File: config.mk
export PLATFORM = sky130hd
export DESIGN_NAME = cwd_datapath
export DESIGN_NICKNAME = d
export VERILOG_FILES = /design/src/rtl/cwd_pkg.sv /design/src/rtl/cwd_regfile.sv /design/src/rtl/cwd_alu.sv /design/src/rtl/cwd_datapath.sv
export SDC_FILE = /design/constraint.sdc
export NUM_CORES = 1
export LEC_CHECK = 0
export ABC_AREA = 1
export BUFFER_PORTS_ARGS = -buffer_cell sky130_fd_sc_hd__buf_2
export CAP_MARGIN = 20
export CORE_AREA = 8 8 100 111
export DETAILED_ROUTE_END_ITERATION = 7
export DIE_AREA = 0 0 108 119
export PLACE_DENSITY = 0.77
export SYNTH_ARGS = -nofsm -noshare
export SYNTH_HDL_FRONTEND = slang
export SYNTH_SLANG_ARGS = --single-unit
File: constraint.sdc
create_clock -name clk -period 3.48 [get_ports clk]
set_clock_uncertainty 0.05 [all_clocks]
set_input_delay 0.348 -clock clk [delete_from_list [all_inputs] [get_ports clk]]
set_output_delay 0.348 -clock clk [all_outputs]
set_load 0.005 [all_outputs]
File: src/rtl/cwd_pkg.sv
package cwd_pkg;
   localparam int SEL_W   = 3;
   localparam int OPR_W   = 5;
   localparam int CW_W    = 3 * SEL_W + OPR_W;
   localparam int NUM_GPR = (1 << SEL_W) - 1;

   typedef enum logic [OPR_W-1:0] {
      OP_TSFA = 5'b00000,
      OP_INCA = 5'b00001,
      OP_ADD  = 5'b00010,
      OP_SUB  = 5'b00101,
      OP_DECA = 5'b00110,
      OP_AND  = 5'b01000,
      OP_OR   = 5'b01010,
      OP_XOR  = 5'b01100,
      OP_COMA = 5'b01110,
      OP_SHRA = 5'b10000,
      OP_SHLA = 5'b11000
   } alu_op_e;

   typedef struct packed {
      logic [SEL_W-1:0] src_a;
      logic [SEL_W-1:0] src_b;
      logic [SEL_W-1:0] dest;
      logic [OPR_W-1:0] opr;
   } ctrl_word_t;
endpackage

File: src/rtl/cwd_regfile.sv
module cwd_regfile
   import cwd_pkg::*;
#(
   parameter int DATA_W = 8
) (
   input  logic              clk,
   input  logic              rst_n,
   input  logic [SEL_W-1:0]  rd_a_sel,
   input  logic [SEL_W-1:0]  rd_b_sel,
   input  logic [DATA_W-1:0] ext_in,
   input  logic [SEL_W-1:0]  wr_sel,
   input  logic              wr_en,
   input  logic [DATA_W-1:0] wr_data,
   output logic [DATA_W-1:0] a_bus,
   output logic [DATA_W-1:0] b_bus
);
   logic [NUM_GPR-1:0][DATA_W-1:0] regs_q;
   logic [NUM_GPR-1:0]             load_vec;

   for (genvar g = 0; g < NUM_GPR; g++) begin : g_gpr
      assign load_vec[g] = wr_en && (wr_sel == SEL_W'(g + 1));

      always_ff @(posedge clk or negedge rst_n) begin
         if (!rst_n)           regs_q[g] <= '0;
         else if (load_vec[g]) regs_q[g] <= wr_data;
      end

      a_r4_load_lands: assert property (@(posedge clk) disable iff (!rst_n)
         load_vec[g] |=> regs_q[g] == $past(wr_data));
   end

   always_comb begin
      a_bus = ext_in;
      b_bus = ext_in;
      for (int i = 0; i < NUM_GPR; i++) begin
         if (rd_a_sel == SEL_W'(i + 1)) a_bus = regs_q[i];
         if (rd_b_sel == SEL_W'(i + 1)) b_bus = regs_q[i];
      end
   end

   a_r4_one_dest: assert property (@(posedge clk) disable iff (!rst_n)
      $onehot0(load_vec));

   a_r3_no_dest_hold: assert property (@(posedge clk) disable iff (!rst_n)
      (wr_sel == '0) |=> $stable(regs_q));
endmodule

File: src/rtl/cwd_alu.sv
module cwd_alu
   import cwd_pkg::*;
#(
   parameter int DATA_W = 8
) (
   input  logic [OPR_W-1:0]  opr,
   input  logic [DATA_W-1:0] op_a,
   input  logic [DATA_W-1:0] op_b,
   output logic [DATA_W-1:0] result,
   output logic              illegal
);
   always_comb begin
      illegal = 1'b0;
      case (opr)
         OP_TSFA: result = op_a;
         OP_INCA: result = op_a + DATA_W'(1);
         OP_ADD:  result = op_a + op_b;
         OP_SUB:  result = op_a - op_b;
         OP_DECA: result = op_a - DATA_W'(1);
         OP_AND:  result = op_a & op_b;
         OP_OR:   result = op_a | op_b;
         OP_XOR:  result = op_a ^ op_b;
         OP_COMA: result = ~op_a;
         OP_SHRA: result = {1'b0, op_a[DATA_W-1:1]};
         OP_SHLA: result = {op_a[DATA_W-2:0], 1'b0};
         default: begin
            result  = '0;
            illegal = 1'b1;
         end
      endcase
   end
endmodule

File: src/rtl/cwd_datapath.sv
module cwd_datapath
   import cwd_pkg::*;
#(
   parameter int DATA_W = 8
) (
   input  logic              clk,
   input  logic              rst_n,
   input  logic [13:0]       ctrl_word,
   input  logic [DATA_W-1:0] ext_in,
   output logic [DATA_W-1:0] dp_out,
   output logic              op_illegal
);
   if (DATA_W < 2) begin : g_bad_width
      $error("cwd_datapath: DATA_W must be at least 2");
   end
   if (CW_W != 14) begin : g_bad_cw
      $error("cwd_datapath: control word layout must total 14 bits");
   end

   ctrl_word_t        cw;
   logic [DATA_W-1:0] a_bus, b_bus, alu_res;
   logic              alu_bad;

   assign cw = ctrl_word_t'(ctrl_word);

   cwd_regfile #(.DATA_W(DATA_W)) regfile_i (
      .clk      (clk),
      .rst_n    (rst_n),
      .rd_a_sel (cw.src_a),
      .rd_b_sel (cw.src_b),
      .ext_in   (ext_in),
      .wr_sel   (cw.dest),
      .wr_en    (!alu_bad),
      .wr_data  (alu_res),
      .a_bus    (a_bus),
      .b_bus    (b_bus)
   );

   cwd_alu #(.DATA_W(DATA_W)) alu_i (
      .opr     (cw.opr),
      .op_a    (a_bus),
      .op_b    (b_bus),
      .result  (alu_res),
      .illegal (alu_bad)
   );

   always_ff @(posedge clk or negedge rst_n) begin
      if (!rst_n) begin
         dp_out     <= '0;
         op_illegal <= 1'b0;
      end else begin
         dp_out     <= alu_res;
         op_illegal <= alu_bad;
      end
   end

   a_r2_ext_on_a: assert property (@(posedge clk) disable iff (!rst_n)
      (cw.src_a == '0) |-> a_bus == ext_in);

   a_r9_illegal_zero: assert property (@(posedge clk) disable iff (!rst_n)
      op_illegal |-> dp_out == '0);

   a_r6_add_result: assert property (@(posedge clk) disable iff (!rst_n)
      (cw.opr == OP_ADD) |=> dp_out == $past(DATA_W'(a_bus + b_bus)));

   a_r10_out_tracks: assert property (@(posedge clk) disable iff (!rst_n)
      (cw.opr == OP_TSFA) |=> dp_out == $past(a_bus));
endmodule

Word-level counts from Yosys, hierarchy flattened
Cells that the tools add are included.
Word-level totals
  register bits after elaboration: 65
  latch bits: 0
  memory bits (writable): 0
  ROM bits: 0
  input bits: 24
  output and inout port bits: 9
  memories: 0
Operators by class
  $add $sub $neg: 4
  multiply operators: 0
  divide/modulo/power cells: 0
  magnitude comparators: 0
  equality and inequality tests: 31
  shift-type cells: 0
  mux-type cells: 16
  bitwise operators: 4
  reduce and logical (&&, ||, !) cells: 9
Operators with widths (count)
  two-way mux 8 bit: 14
  one-hot mux 8 bit (11 select lines): 1
  equality test 3 bit, second input constant: 12
  equality test 5 x 4 -> 1 bit, second input constant: 4
  equality test 3 x 2 -> 1 bit, second input constant: 6
  OR reduction 11 bit: 1
  equality test 5 x 3 -> 1 bit, second input constant: 2
  equality test 5 bit, second input constant: 2
  equality test 3 x 1 -> 1 bit, second input constant: 3
  adder 8 x 1 -> 8 bit, second input constant: 1
  adder 8 bit: 1
  bitwise AND 8 bit: 1
  NOT 8 bit: 1
  OR 8 bit: 1
  subtractor 8 x 1 -> 8 bit, second input constant: 1
  subtractor 8 bit: 1
  XOR 8 bit: 1
  logical AND 1 bit: 7
  equality test 5 x 1 -> 1 bit, second input constant: 1
  equality test 5 x 2 -> 1 bit, second input constant: 1
  zero test 5 bit: 1
  two-way mux 1 bit: 1

Longest topological paths before layout
  word-level depth: 10
  depth in mapped cells: 37
  mapped depth without buffers: 36

Hierarchy
A second synthesis with hierarchy kept.
Unflattened totals
  cell total of the unflattened synthesis: 783
  area total of the unflattened synthesis: 5136.2 um2
Modules (own cells, without submodules)
  cwd_regfile: instances 1, cells each 552, area each 3603.5 um2
  cwd_alu: instances 1, cells each 221, area each 1303.8 um2
  cwd_datapath: instances 1, cells each 10, area each 229.0 um2

Least setup slack after synthesis
Ideal clock, no wire load.
  kind: input to register
  from: input ctrl_word[10]
  to: register regfile_i.regs_q[47] (netlist bit)
  data arrival time: 3601 ps
  required time: 3314 ps
  setup slack: -287 ps
  cell stages on the path: 32
  buffers on the path: 1
  path through: inv_2 buf_4 nand3_2 inv_1 nand2_1 nand3_1 nand2_1 o211ai_1 nand3_1 nand2_1 nand2_1 nand2_1 inv_1 ha_1 a221oi_1 ha_1 nand3_1 nand2_1 nand2_1 nand2_1 a21oi_1 nor2_1 nor2_1 nor2_1 o21ai_0 nand2_1 nand3_1 nand2_1 nand2_2 nand2_4 nand2_1 nand2_1
Between the ends
  longest elaborated chain between the ends: 10
  elaborated cells between the ends (all ways): 20
RTL lines
  from (decl): line cwd_datapath.sv:8  | input logic [13:0] ctrl_word,
  equality test 3 x 1 -> 1 bit: line cwd_regfile.sv:37  | if (rd_b_sel == SEL_W'(i + 1)) b_bus = regs_q[i];
  two-way mux 8 bit (6 in series): line cwd_regfile.sv:37
  two-way mux 8 bit *: line cwd_regfile.sv:37
  subtractor 8 bit (tied with other cells): line cwd_alu.sv:18  | OP_SUB: result = op_a - op_b;
  one-hot mux 8 bit (11 select lines) *: line cwd_alu.sv:14  | case (opr)
  named net alu_i.result[7]: line cwd_alu.sv:9  | output logic [DATA_W-1:0] result,
  to (signal, indexed assignment): line cwd_regfile.sv:25  | else if (load_vec[g]) regs_q[g] <= wr_data;
  to (decl): line cwd_regfile.sv:17  | logic [NUM_GPR-1:0][DATA_W-1:0] regs_q;
The timed path passes the listed nets; every way through them passes the cells marked *.
A chain may end at the register's enable or synchronous reset.

Worst setup path in the final report
  from: input ctrl_word[8]
  to: register regfile_i.regs_q[39] (netlist bit)
The elaborated chain is that of the path after synthesis.

==> results.sh <==
export IMPL_fmax_ghz=0.272
export IMPL_htreeDepth=3
export IMPL_cts_sinks=65
export IMPL_power_leakage_nw=3.37
export IMPL_rsz0062_at_grt="yes"
export IMPL_tightest_slew_ns=0.667
export IMPL_switching_share=0.372
export IMPL_setup_viol=20
export IMPL_layout_drive_gt1_share=0.283
export IMPL_async_flop_share=1.00
export IMPL_hpwl_mm=13.2
export IMPL_hold_class="input port to flip-flop"
export IMPL_clk_pin_slew_worst_paths_ns=0.07
export IMPL_whs_ns=0.268
export IMPL_p_comb_frac=0.353
export IMPL_fin_crit_ns=3.68
export IMPL_grt_ovfl_total=0
export IMPL_fp_dieArea_um2=12900
export IMPL_wire_per_inst_um=17.1
export IMPL_holdPathStages=4
export IMPL_synth_top_cells_by_area="dfrtp_1, nand2_1, inv_1"
export IMPL_die_w_um=108
export IMPL_place_gp_congestion=0.977
export IMPL_end_kind="flip-flop"
export IMPL_status="complete, but fails checks"
export IMPL_first_pass_iters=5
export IMPL_synth_most_common_cell="nand2_1"
export IMPL_syn_inst=735
export IMPL_numCtsBuffers=9
export IMPL_multiInputGateArea_um2=3160
export IMPL_syn2layout_area_growth_pct=29.4
export IMPL_critPathMaxFanout=8
export IMPL_start_util=0.552
export IMPL_synthFlopType="dfrtp_1"
export IMPL_internal_power_mw=1.64
export IMPL_avgViaCountPerCell=5.66
export IMPL_max_stage_delay_ns=0.37
export IMPL_cts_tree="yes"
export IMPL_antenna_found_initial=0
export IMPL_drv_slew=0
export IMPL_netlist_area_um2=5080
export IMPL_clockBufferDepth=2
export IMPL_start_kind="input port"
export IMPL_finalHoldViolations=0
export IMPL_synth_common_cells="nand2_1, inv_1, dfrtp_1"
export IMPL_relSlewSlack=0.555
export IMPL_cp_top_family="simple AND/OR/NAND/NOR gates"
export IMPL_grt_pass1_wl_mm=27.6
export IMPL_netlist_area_leader_share=0.320
export IMPL_worst_path_most_repeated_cell="nand2_1"
export IMPL_path_depth=32
export IMPL_worstSetupPathType="input port to flip-flop"
export IMPL_cp_arrival_ns=3.88
export IMPL_io_buffer_count=32
export IMPL_pwr_share_clk=0.252
export IMPL_ys_warn_count=0
export IMPL_fin_nets=924
export IMPL_rows=37
export IMPL_p_sw_mw=0.972
export IMPL_coreArea_um2=9210
export IMPL_pin_count=33
export IMPL_maxCapViolCount=0
export IMPL_ys_seq_area_frac=0.320
export IMPL_antenna_left=0
export IMPL_critical_path_required_ns=3.68
export IMPL_vdd_ir_drop_max_uv=216
export IMPL_synth_largest_area_cell="dfrtp_1"
export IMPL_grt_max_degree=48
export IMPL_pre_cts_ws_ns=-0.631
export IMPL_power_density_nw_per_um2=397
export IMPL_min_period_over_period=1.06
export IMPL_synth_seq_cells=65
export IMPL_path_buf_inv=5
export IMPL_synth_distinct_cells=45
export IMPL_slowest_stage="ha_1"
export IMPL_syn_mean_instance_area_um2=6.91
export IMPL_violations="negative setup slack"
export IMPL_insertion_delay_ns=0.36
export IMPL_post_route_drc_count=0
export IMPL_rr_worst_depth=28
export IMPL_grt_use_total=0.269
export IMPL_wl_mm=17.0
export IMPL_synth_edf_count=0
export IMPL_seq_power_share=0.395
export IMPL_grt_pass1_vias=5744
export IMPL_n_antenna_cell=0
export IMPL_fillers=826
export IMPL_chipHeight_um=119
export IMPL_synth_fp_nets=783
export IMPL_setup_slack_ns=-0.197
export IMPL_clockRootBuffer="clkbuf_8"
export IMPL_seqCellArea_um2=1630
export IMPL_fin_util=0.714
export IMPL_via_count=5650
export IMPL_dr_first_iter_drc_count=410
## final cells by class
| class | instances | share of cell area |
|---|---|---|
| tap | 117 | 0.0223 |
| sequential | 65 | 0.247 |
| clock buffer | 10 | 0.0209 |
| clock inverter | 6 | 0.0103 |
| timing repair buffer | 142 | 0.157 |
| inverter | 104 | 0.0617 |
| multi-input combinational | 554 | 0.481 |
## per-stage QoR
step | instance area (um^2) | cells | total power [mW] | setup TNS [ns]
after floorplan | 5170 | 735 | 1.51 | 0
after global placement | 6160 | 974 | 1.87 | -9.55
after detailed placement | 6160 | 974 | 1.89 | -12.00
after CTS | 6450 | 993 | 2.58 | -0.421
after global routing | 6580 | 998 | 2.77 | -7.63
final | 6580 | 998 | 2.61 | -2.17
## registers in the layout, indices dropped and copies added, names as in the netlist
name              count
dp_out                8
op_illegal            1
regfile_i.regs_q     56
## cells in the final DEF (no fill, tap or decap), types with 5 or more instances in the layout
cell type | Yosys | layout
nand2_1 | 229 | 220
nor3_1 | 5 | 5
or2_0 | 6 | 6
o221ai_1 | 6 | 6
o21ai_2 | 4 | 10
nor3_4 | 6 | 6
nor2_2 | 6 | 10
inv_2 | 10 | 13
nand2_2 | 3 | 11
dfrtp_1 | 65 | 65
o21ai_1 | 6 | 10
a21oi_2 | 1 | 6
nand4_1 | 7 | 7
nor2_1 | 56 | 52
o211ai_1 | 19 | 19
buf_4 | 2 | 104
ha_1 | 23 | 21
clkbuf_8 | 0 | 10
a21oi_1 | 29 | 24
buf_2 | 5 | 30
o21ai_0 | 62 | 52
inv_1 | 92 | 87
nand3_1 | 42 | 42
## cell families (layout without fill, tap and decap cells)
kind of cell / Yosys count / count (layout) / share of synthesized area
DFF: 65 / 65 / 0.320
xor gates and xnor gates: 2 / 2 / 0.00345
adders and majority gates: 24 / 24 / 0.0606
and+or+nand+nor: 381 / 381 / 0.342
buffers and inverters: 116 / 262 / 0.0923
AOI/OAI and AO/OA: 147 / 147 / 0.181
## timing repair
item / in CTS / in global routing
endpoints found under the hold margin: 0 / 6
buffers inserted: 3 / 3
endpoints found under the setup margin: 21 / 39
hold buffers: 0 / 1
gates cloned: 0 / 0
resized for setup: 21 / 25
pin swaps: 17 / 32
## power groups by stage
stage          logic [mW]  registers [mW]  clock network [mW]
3_5_place_dp        0.852            1.04                   0
2_1_floorplan       0.508           0.999                   0
3_3_place_gp        0.831            1.04                   0
5_1_grt              1.02            1.05               0.700
4_1_cts             0.886            1.03               0.666
6_report            0.921            1.03               0.659
## per-layer routing
metal | share of wire | wire length [um] | global-route usage
met1 | 0.37 | 6390 | 0.277
met2 | 0.50 | 8570 | 0.472
met3 | 0.049 | 837 | 0.0442
met4 | 0.073 | 1250 | 0.207
met5 | 0 | 0 | 0
## tightest hold or removal path: cells and delay by family
family                 cells  cell delay, ns
AND/OR/NAND/NOR            3            0.18
buffers and inverters      1            0.12
## worst paths after layout
path / from / endpoint / slack, ns
max: ctrl_word[8] / regfile_i.regs_q[39] / -0.20
min: ctrl_word[6] / regfile_i.regs_q[31] / 0.27
max reg2reg: regfile_i.regs_q[9] / regfile_i.regs_q[39] / -0.19
min reg2reg: regfile_i.regs_q[53] / regfile_i.regs_q[53] / 0.43
max in group asynchronous: rst_n / regfile_i.regs_q[12] / 2.39
min in group asynchronous: rst_n / regfile_i.regs_q[3] / 0.30
(Power assumes the default switching activity.)
